### src/rtl/adcrd_pkg.sv
package adcrd_pkg;

  typedef enum logic [1:0] {
    ST_IDLE   = 2'd0,
    ST_CONV   = 2'd1,
    ST_SETTLE = 2'd2,
    ST_SHIFT  = 2'd3
  } ctrlState_t;

  // strobes from control to datapath, one cycle each
  typedef struct packed {
    logic capMsb;   // load first bit into the shift register
    logic capBit;   // shift in one further bit
    logic finish;   // last bit: publish the word and pulse done
  } dpStrobe_t;

endpackage

### src/rtl/adcrd_ctrl.sv
module adcrd_ctrl
  import adcrd_pkg::*;
#(
  parameter int DATA_W     = 16,
  parameter int CONV_CYC   = 400,
  parameter int SETTLE_CYC = 2,
  parameter int HALF_CYC   = 2
) (
  input  logic      clk,
  input  logic      rst,
  input  logic      startReq,
  output logic      cnvOut,
  output logic      sclkOut,
  output logic      busy,
  output dpStrobe_t strb
);

  localparam int TMR_MAX_A = (CONV_CYC > SETTLE_CYC) ? CONV_CYC : SETTLE_CYC;
  localparam int TMR_MAX   = (TMR_MAX_A > HALF_CYC) ? TMR_MAX_A : HALF_CYC;
  localparam int TMR_W     = $clog2(TMR_MAX + 1);
  localparam int BIT_W     = $clog2(DATA_W);

  localparam logic [TMR_W-1:0] CONV_END   = TMR_W'(CONV_CYC - 1);
  localparam logic [TMR_W-1:0] SETTLE_END = TMR_W'(SETTLE_CYC - 1);
  localparam logic [TMR_W-1:0] HALF_END   = TMR_W'(HALF_CYC - 1);
  localparam logic [BIT_W-1:0] LAST_BIT   = BIT_W'(DATA_W - 2);

  ctrlState_t       state, stateNxt;
  logic [TMR_W-1:0] tmr, tmrNxt;
  logic [BIT_W-1:0] bitCnt, bitCntNxt;
  logic             cnvReg, cnvNxt;
  logic             sclkReg, sclkNxt;
  logic             busyReg, busyNxt;

  always_comb begin
    stateNxt  = state;
    tmrNxt    = tmr;
    bitCntNxt = bitCnt;
    cnvNxt    = cnvReg;
    sclkNxt   = sclkReg;
    busyNxt   = busyReg;
    strb      = '0;
    unique case (state)
      ST_IDLE: begin
        if (startReq) begin
          stateNxt = ST_CONV;
          tmrNxt   = '0;
          cnvNxt   = 1'b1;
          busyNxt  = 1'b1;
        end
      end
      ST_CONV: begin
        if (tmr == CONV_END) begin
          stateNxt = ST_SETTLE;
          tmrNxt   = '0;
          cnvNxt   = 1'b0;
        end else begin
          tmrNxt = tmr + 1'b1;
        end
      end
      ST_SETTLE: begin
        if (tmr == SETTLE_END) begin
          strb.capMsb = 1'b1;
          stateNxt    = ST_SHIFT;
          tmrNxt      = '0;
          bitCntNxt   = '0;
          sclkNxt     = 1'b1;
        end else begin
          tmrNxt = tmr + 1'b1;
        end
      end
      ST_SHIFT: begin
        if (tmr == HALF_END) begin
          tmrNxt = '0;
          if (sclkReg) begin
            sclkNxt = 1'b0;
          end else begin
            strb.capBit = 1'b1;
            if (bitCnt == LAST_BIT) begin
              strb.finish = 1'b1;
              stateNxt    = ST_IDLE;
              busyNxt     = 1'b0;
            end else begin
              bitCntNxt = bitCnt + 1'b1;
              sclkNxt   = 1'b1;
            end
          end
        end else begin
          tmrNxt = tmr + 1'b1;
        end
      end
      default: stateNxt = ST_IDLE;
    endcase
  end

  always_ff @(posedge clk) begin
    if (rst) begin
      state   <= ST_IDLE;
      tmr     <= '0;
      bitCnt  <= '0;
      cnvReg  <= 1'b0;
      sclkReg <= 1'b0;
      busyReg <= 1'b0;
    end else begin
      state   <= stateNxt;
      tmr     <= tmrNxt;
      bitCnt  <= bitCntNxt;
      cnvReg  <= cnvNxt;
      sclkReg <= sclkNxt;
      busyReg <= busyNxt;
    end
  end

  assign cnvOut  = cnvReg;
  assign sclkOut = sclkReg;
  assign busy    = busyReg;


  start_launch_chk: assert property (@(posedge clk) disable iff (rst)
    (state == ST_IDLE && startReq) |=> (cnvReg && busyReg));


  idle_quiet_chk: assert property (@(posedge clk) disable iff (rst)
    !busyReg |-> (!cnvReg && !sclkReg));


  sclk_in_shift_chk: assert property (@(posedge clk) disable iff (rst)
    sclkReg |-> (state == ST_SHIFT));


  settle_quiet_chk: assert property (@(posedge clk) disable iff (rst)
    $fell(cnvReg) |-> !sclkReg);


  busy_hold_chk: assert property (@(posedge clk) disable iff (rst)
    (busyReg && !strb.finish) |=> busyReg);

endmodule

### src/rtl/adcrd_dp.sv
module adcrd_dp
  import adcrd_pkg::*;
#(
  parameter int DATA_W = 16
) (
  input  logic              clk,
  input  logic              rst,
  input  logic              sdoIn,
  input  dpStrobe_t         strb,
  output logic              done,
  output logic [DATA_W-1:0] result
);

  logic [DATA_W-1:0] shreg;

  always_ff @(posedge clk) begin
    if (rst) begin
      shreg  <= '0;
      result <= '0;
      done   <= 1'b0;
    end else begin
      done <= strb.finish;
      if (strb.capMsb) begin
        shreg <= {{(DATA_W-1){1'b0}}, sdoIn};
      end else if (strb.capBit) begin
        shreg <= {shreg[DATA_W-2:0], sdoIn};
      end
      if (strb.finish) begin
        result <= {shreg[DATA_W-2:0], sdoIn};
      end
    end
  end


  done_single_chk: assert property (@(posedge clk) disable iff (rst)
    done |=> !done);


  msb_capture_chk: assert property (@(posedge clk) disable iff (rst)
    strb.capMsb |=> (shreg[0] == $past(sdoIn)));

endmodule

### src/rtl/adcrd_host.sv
module adcrd_host
  import adcrd_pkg::*;
#(
  parameter int DATA_W     = 16,
  parameter int CONV_CYC   = 400,
  parameter int SETTLE_CYC = 2,
  parameter int HALF_CYC   = 2
) (
  input  logic              clk,
  input  logic              rst,
  input  logic              startReq,
  input  logic              sdoIn,
  output logic              cnvOut,
  output logic              sclkOut,
  output logic              busy,
  output logic              done,
  output logic [DATA_W-1:0] result
);

  dpStrobe_t strb;

  adcrd_ctrl #(
    .DATA_W    (DATA_W),
    .CONV_CYC  (CONV_CYC),
    .SETTLE_CYC(SETTLE_CYC),
    .HALF_CYC  (HALF_CYC)
  ) u_ctrl (
    .clk     (clk),
    .rst     (rst),
    .startReq(startReq),
    .cnvOut  (cnvOut),
    .sclkOut (sclkOut),
    .busy    (busy),
    .strb    (strb)
  );

  adcrd_dp #(
    .DATA_W(DATA_W)
  ) u_dp (
    .clk   (clk),
    .rst   (rst),
    .sdoIn (sdoIn),
    .strb  (strb),
    .done  (done),
    .result(result)
  );


  busy_done_chk: assert property (@(posedge clk) disable iff (rst)
    $fell(busy) |-> done);


  done_not_busy_chk: assert property (@(posedge clk) disable iff (rst)
    done |-> !busy);

endmodule

### config.mk
export PLATFORM = sky130hd
export DESIGN_NAME = adcrd_host
export DESIGN_NICKNAME = d
export VERILOG_FILES = /design/src/rtl/adcrd_pkg.sv /design/src/rtl/adcrd_ctrl.sv /design/src/rtl/adcrd_dp.sv /design/src/rtl/adcrd_host.sv
export SDC_FILE = /design/constraint.sdc
export NUM_CORES = 1
export LEC_CHECK = 0
export ABC_AREA = 1
export BUFFER_PORTS_ARGS = -buffer_cell sky130_fd_sc_hd__buf_2
export CAP_MARGIN = 20
export CORE_MARGIN = 2
export CORE_UTILIZATION = 35
export CTS_CLUSTER_DIAMETER = 40
export DETAILED_ROUTE_END_ITERATION = 8
export GPL_TIMING_DRIVEN = 1
export HOLD_SLACK_MARGIN = 0.02
export SLEW_MARGIN = 5
export SYNTH_ARGS = -nofsm -noshare
export SYNTH_HDL_FRONTEND = slang
export SYNTH_SLANG_ARGS = --single-unit
### constraint.sdc
create_clock -name clk -period 1.8 [get_ports clk]
set_input_delay 0.36 -clock clk [delete_from_list [all_inputs] [get_ports clk]]
set_output_delay 0.36 -clock clk [all_outputs]
set_load 0.005 [all_outputs]
==> results of run 1 <==
==> kinds of logic (layout without fill, tap and decap cells) <==
logic type,after synthesis,count (layout),synth area share (%)
buf+inv,51,81,9.48
simple gates,117,117,24.6
fa+ha+maj,9,9,4.88
compound gates,69,69,17.0
xor+xnor,2,2,0.759
flops,50,50,43.4
==> registers in the layout, indices dropped and copies added, names as in the netlist <==
register / cells
u_dp.done: 1
u_ctrl.state: 2
u_dp.result: 16
u_dp.shreg: 15
u_ctrl.sclkOut: 1
u_ctrl.bitCnt: 4
u_ctrl.cnvOut: 1
u_ctrl.busy: 1
u_ctrl.tmr: 9
==> cells in the mapped netlist (2+ instances only) <==
cell type  count
nand2_1       40
o21ai_0       18
nand3_1       30
a21oi_1       28
o21ai_2       11
nor2_1        29
inv_1         34
nand4_1        3
buf_4          2
ha_1           9
nor3_1         2
dfxtp_1       50
o21ai_1       10
buf_6          2
inv_2          8
nor2_4         2
buf_2          4
nand2_2        3
==> cells in the final DEF (no fill, tap or decap), types with 2 or more instances in the layout <==
cell type | Yosys | final
nand4_1 | 3 | 3
nand3_1 | 30 | 30
inv_1 | 34 | 34
o21ai_1 | 10 | 11
a21oi_1 | 28 | 28
inv_2 | 8 | 7
o21ai_2 | 11 | 11
nor2_1 | 29 | 28
nand2_2 | 3 | 3
dfxtp_1 | 50 | 49
ha_1 | 9 | 9
buf_4 | 2 | 8
nor3_1 | 2 | 2
nor2_4 | 2 | 3
buf_2 | 4 | 23
clkbuf_8 | 0 | 5
nand2_1 | 40 | 40
o21ai_0 | 18 | 17
==> per-layer routing <==
layer | GRT usage (%) | routed length [um] | vias up
li1 | - | - | 1024
met1 | 18.6 | 2370 | 868
met2 | 21.2 | 2070 | 22
met3 | 3.21 | 133 | 4
met4 | 4.76 | 53 | 0
met5 | 0 | 0 | -
==> stage by stage <==
| stage | instance area, um2 | total power, W | cells |
|---|---|---|---|
| 3_3_place_gp | 2520 | 0.00192 | 397 |
| 6_report | 2650 | 0.00274 | 405 |
| 2_1_floorplan | 2310 | 0.00175 | 298 |
| 3_5_place_dp | 2520 | 0.00193 | 397 |
| 5_1_grt | 2650 | 0.00291 | 405 |
| 4_1_cts | 2640 | 0.00275 | 405 |
==> critical path: stages (launching register included) <==
cell	delay (ps)
dfxtp_1	390
inv_1	90
ha_1	190
inv_1	120
nor2_4	80
inv_1	150
nand2_1	100
nand3b_1	170
nor2_1	130
nor2_1	50
nor2_1	100
==> cell type report <==
type | count | area, um2 | area share (%)
multi-input cells | 197 | 1100 | 41.4
flip-flops and latches | 50 | 1000 | 37.9
repair buffers | 31 | 175 | 6.62
inverters | 42 | 160 | 6.05
well taps | 77 | 96.3 | 3.64
clock buffers | 5 | 68.8 | 2.60
clock inverters | 3 | 47.5 | 1.80
==> final timing paths <==
kind                          end             from
setup / recovery  u_ctrl.state[1]  u_ctrl.state[1]
setup reg to reg  u_ctrl.state[1]  u_ctrl.state[1]
hold / removal     u_dp.result[0]            sdoIn
hold reg to reg     u_dp.shreg[3]    u_dp.shreg[2]
==> power breakdown <==
| part | internal [W] | switching [W] | total [W] |
|---|---|---|---|
| combinational | 0.000253 | 0.000436 | 0.000689 |
| clock | 0.000422 | 0.000407 | 0.000829 |
| sequential | 0.00117 | 0.0000487 | 0.00122 |
| total | 0.00185 | 0.000892 | 0.00274 |
==> what timing repair did <==
item / in CTS / in global routing
endpoints found under the setup margin: 0 / 9
setup buffers: 0 / 0
resized for setup: 0 / 5
==> impl_metrics.toml, run 1 <==
[timing]
finClkSkew_ps = 7.45
setup_violations = 0
fmax_mhz = 614
fin_setup_tns_ps = 0
fin_ws_ps = 171
finalCritPeriodShare_pct = 90.5
max_slew.worst_pin.slew_ps = 313
rsz0062_at_grt = "false"
finalMaxSlewViolations = 0
max-slew-margin-rel_pct = 79.2
fin_hold_ws_ps = 317
finalCriticalPeriod_ps = 1630
hold_violations = 0

[clocking]
root_buffer = "clkbuf_8"
ctsLongestPathBuffers = 2
postCtsHoldBufs = 0
clk-insertion-delay-late_ps = 310
cts_sinks = 50
htree_levels = 2
cts_buffers = 5
cts.clk_slew.worst_paths_ps = 100
cts_tree = "yes"

[finish]
fin_util_pct = 41.7
diodes = 0
fill_cells = 643
drive_gt1_share_pct = 22.0
fin_nets = 340
syn_to_final_growth_pct = 14.6

[outcome]
status = "completed"

[detailed_routing]
drt_iter0_markers = 64
detail_route.wl_per_cell_um = 11.4
dr.pass1.iters = 4
vias_per_cell = 4.74
ant_nets = 0
vias = 1918
drt-total-wl_um = 4620
drcViolationCount = 0

[setup_path]
reg2regPathDepth = 10
cp.required_ps = 2050
critPathKind = "reg -> reg"
cp_max_fo = 9
worst_setup_path_end_kind = "flop"
start_kind = "flop"
r2r_slack_ps = 170
arrival_ps = 1880

[yosys]
async_reset_ff_share_pct = 0
ys_seq_elements = 50
synthTopCellsByArea = "dfxtp_1 (43%), nand2_1 (6.5%), nand3_1 (6.5%)"
synthesis.area_mm2 = 0.00231
yosys.area.top_type = "dfxtp_1"
dominantRegCellSynth = "dfxtp_1"
yosys_warnings = 0
yosysUniqueCellTypes = 31
syn-num-nets = 311
synth.avg_cell_area_um2 = 7.75
yosysTopAreaCellShare_pct = 43.4
synthCells = 298
yosysSeqAreaShare_pct = 43.4
synth-edff-count = 0

[floorplanning]
io_pins = 24
coreArea_mm2 = 0.00635
die-area_mm2 = 0.00726
row_count = 29
dieHeight_um = 85.2
initial_core_util_pct = 36.4
die_w_um = 85.2

[grt]
grt_usage_pct = 13.6
grt_pass1_vias = 1776
overflow = 0
antenna_found_initial = 0
grt_max_degree = 19
grt_first_pass_wirelength_um = 8050

[placement]
port_buffers = 23
dpl.hpwl_um = 3430
place.gp.congestion = 0.821
place_ws_ps = 107

[pwr]
power_density_mw_per_mm2 = 1030
ir_worst_vdd_uv = 366
p_leak_nw = 1.15

[min_path]
min_path_cells = 3
hp-class = "in -> reg"

[run]
drv_cap = 0
Note: power is estimated with default switching activity, not from simulation.
==> inputs of run 2 (changes only) <==
clock period = 1.65 ns   (was 1.8 ns; I/O delays follow)
==> run 2 against run 1 <==
Net effect: first-iteration DRC count is 7.8% lower; core utilization is 2.2 points higher; sequential share of layout area is 1.8 points lower; clock skew is 2.3 ps higher; global-route usage is 0.97 points higher; total power is 11% higher; worst hold slack worse by 16 ps; maximum frequency is 7.3% higher; sequential power is 9.8% higher; combinational power is 35% higher; final area is 5.2% higher; die area stayed put; critical path type unchanged; critical endpoint is now u_ctrl.state[0]; largest cell class unchanged.
==> impl_metrics.toml, run 2 (synthesis gave the netlist of run 1 again) <==
[finish]
fin_util_pct = 43.8
regArea_mm2 = 0.00100
multi_input_comb_area_mm2 = 0.00112
syn_to_final_growth_pct = 20.6
fill_cells = 641
drive_gt1_share_pct = 28.7
largestRegisters = "u_dp.result: 16 flops, u_dp.shreg: 15 flops, u_ctrl.tmr: 9 flops"
final_common_cell = "dfxtp_1"
diodes = 0
fin_nets = 357
largest_register = "u_dp.result"
final_cell_mix = "dfxtp_1 (47), nand2_1 (37), inv_1 (32)"
largest_reg_flops = 16
postLayoutCellArea_mm2 = 0.00278

[timing]
max_slew.worst_pin.slew_ps = 269
max-slew-margin-rel_pct = 82.1
fmax_mhz = 659
finalMaxSlewViolations = 0
hold_violations = 0
finClkSkew_ps = 9.76
setup_violations = 0
fin_setup_tns_ps = 0
finalCriticalPeriod_ps = 1520
finalCritPeriodShare_pct = 92.0
rsz0062_at_grt = "false"
fin_hold_ws_ps = 301

[setup_path]
worst_setup_path_end_kind = "flop"
reg2reg_from = "u_ctrl.state[0]"
cp_max_fo = 4
arrival_ps = 1750
cp.required_ps = 1880
reg2regPathDepth = 10
rr_endpoint = "u_ctrl.state[0]"
crit_path_start = "u_ctrl.state[0]"
start_kind = "flop"
critPathKind = "reg -> reg"
r2r_slack_ps = 130

[grt]
grt_usage_pct = 14.6
grt_pass1_vias = 1940
overflow = 0
antenna_found_initial = 0
grt_first_pass_wirelength_um = 8560
grt_max_degree = 19

[placement]
port_buffers = 23
dpl.hpwl_um = 3700
dpl_cell_area_mm2 = 0.00265
place.gp.congestion = 0.878

[clocking]
ctsLongestPathBuffers = 2
cts_sinks = 50
cts_buffers = 5
cts.clk_slew.worst_paths_ps = 90
clk-insertion-delay-late_ps = 300
cts_tree = "yes"
htree_levels = 2
root_buffer = "clkbuf_8"
post_cts_buffers = 0

[floorplanning]
row_count = 29
die_w_um = 85.2
die-area_mm2 = 0.00726
dieHeight_um = 85.2
io_pins = 24
initial_core_util_pct = 36.4
coreArea_mm2 = 0.00635

[detailed_routing]
ant_nets = 0
vias_per_cell = 4.71
drt-total-wl_um = 4960
dr.pass1.iters = 4
vias = 1989
drt_iter0_markers = 59
drcViolationCount = 0
detail_route.wl_per_cell_um = 11.7

[pwr]
power_density_mw_per_mm2 = 1090
ir_worst_vdd_uv = 364
p_leak_nw = 1.23

[min_path]
hold_path_end = "u_dp.shreg[0]"
hp-class = "in -> reg"
min-delay-start = "sdoIn"
min_path_cells = 3

[outcome]
status = "completed"

[run]
drv_cap = 0
==> run 2: worst max path at each step <==
stage / to / depth (start not counted)
2_1_floorplan: u_ctrl.state[0] / 10
3_3_place_gp: u_ctrl.state[1] / 10
3_5_place_dp: u_ctrl.state[0] / 10
4_1_cts: u_ctrl.state[0] / 10
5_1_grt: u_dp.shreg[2] / 11
6_report: u_ctrl.state[0] / 10
==> run 2: layer usage <==
layer | wire length [um] | GRT usage (%)
met5 | 0 | 0
met4 | 80 | 4.76
met3 | 108 | 3.70
met2 | 2260 | 24.0
met1 | 2500 | 18.8
==> run 2: stage by stage <==
| stage | setup slack [ps] | std cells | power, W |
|---|---|---|---|
| 6_report | 132 | 422 | 0.00303 |
| 5_1_grt | 6.85 | 422 | 0.00325 |
| 4_1_cts | 18.8 | 422 | 0.00302 |
| 3_5_place_dp | 17.8 | 414 | 0.00225 |
| 3_3_place_gp | 36.7 | 414 | 0.00224 |
| 2_1_floorplan | 177 | 298 | 0.00190 |
==> run 2: critical path: stages, from the launching register on <==
cell and delay [ps]:
dfxtp_2 360, inv_1 70, ha_1 220, inv_2 90
nor2_4 50, inv_2 90, nand2_1 110, nand3b_1 190
nor2_2 120, nor2_1 60, nor2_1 90
==> run 2: timing repair <==
action,4_1_cts,5_1_grt
endpoints found under the setup margin,1,34
pin swaps,0,1
hold buffers,0,0
resized for setup,1,16
==> run 2: cell type report <==
type	instances	area share (%)
multi-input cells	197	40.2
flip-flops and latches	50	36.1
repair buffers	48	10.9
inverters	42	5.75
well taps	77	3.46
clock buffers	6	2.97
clock inverters	2	0.629
==> run 2: power by group <==
group / leakage (nW) / internal, W / switching, W / total, W
clock network: 0.0514 / 0.000346 / 0.000418 / 0.000764
registers: 0.405 / 0.00128 / 0.0000551 / 0.00134
logic: 0.774 / 0.000391 / 0.000542 / 0.000933
total: 1.23 / 0.00202 / 0.00102 / 0.00303
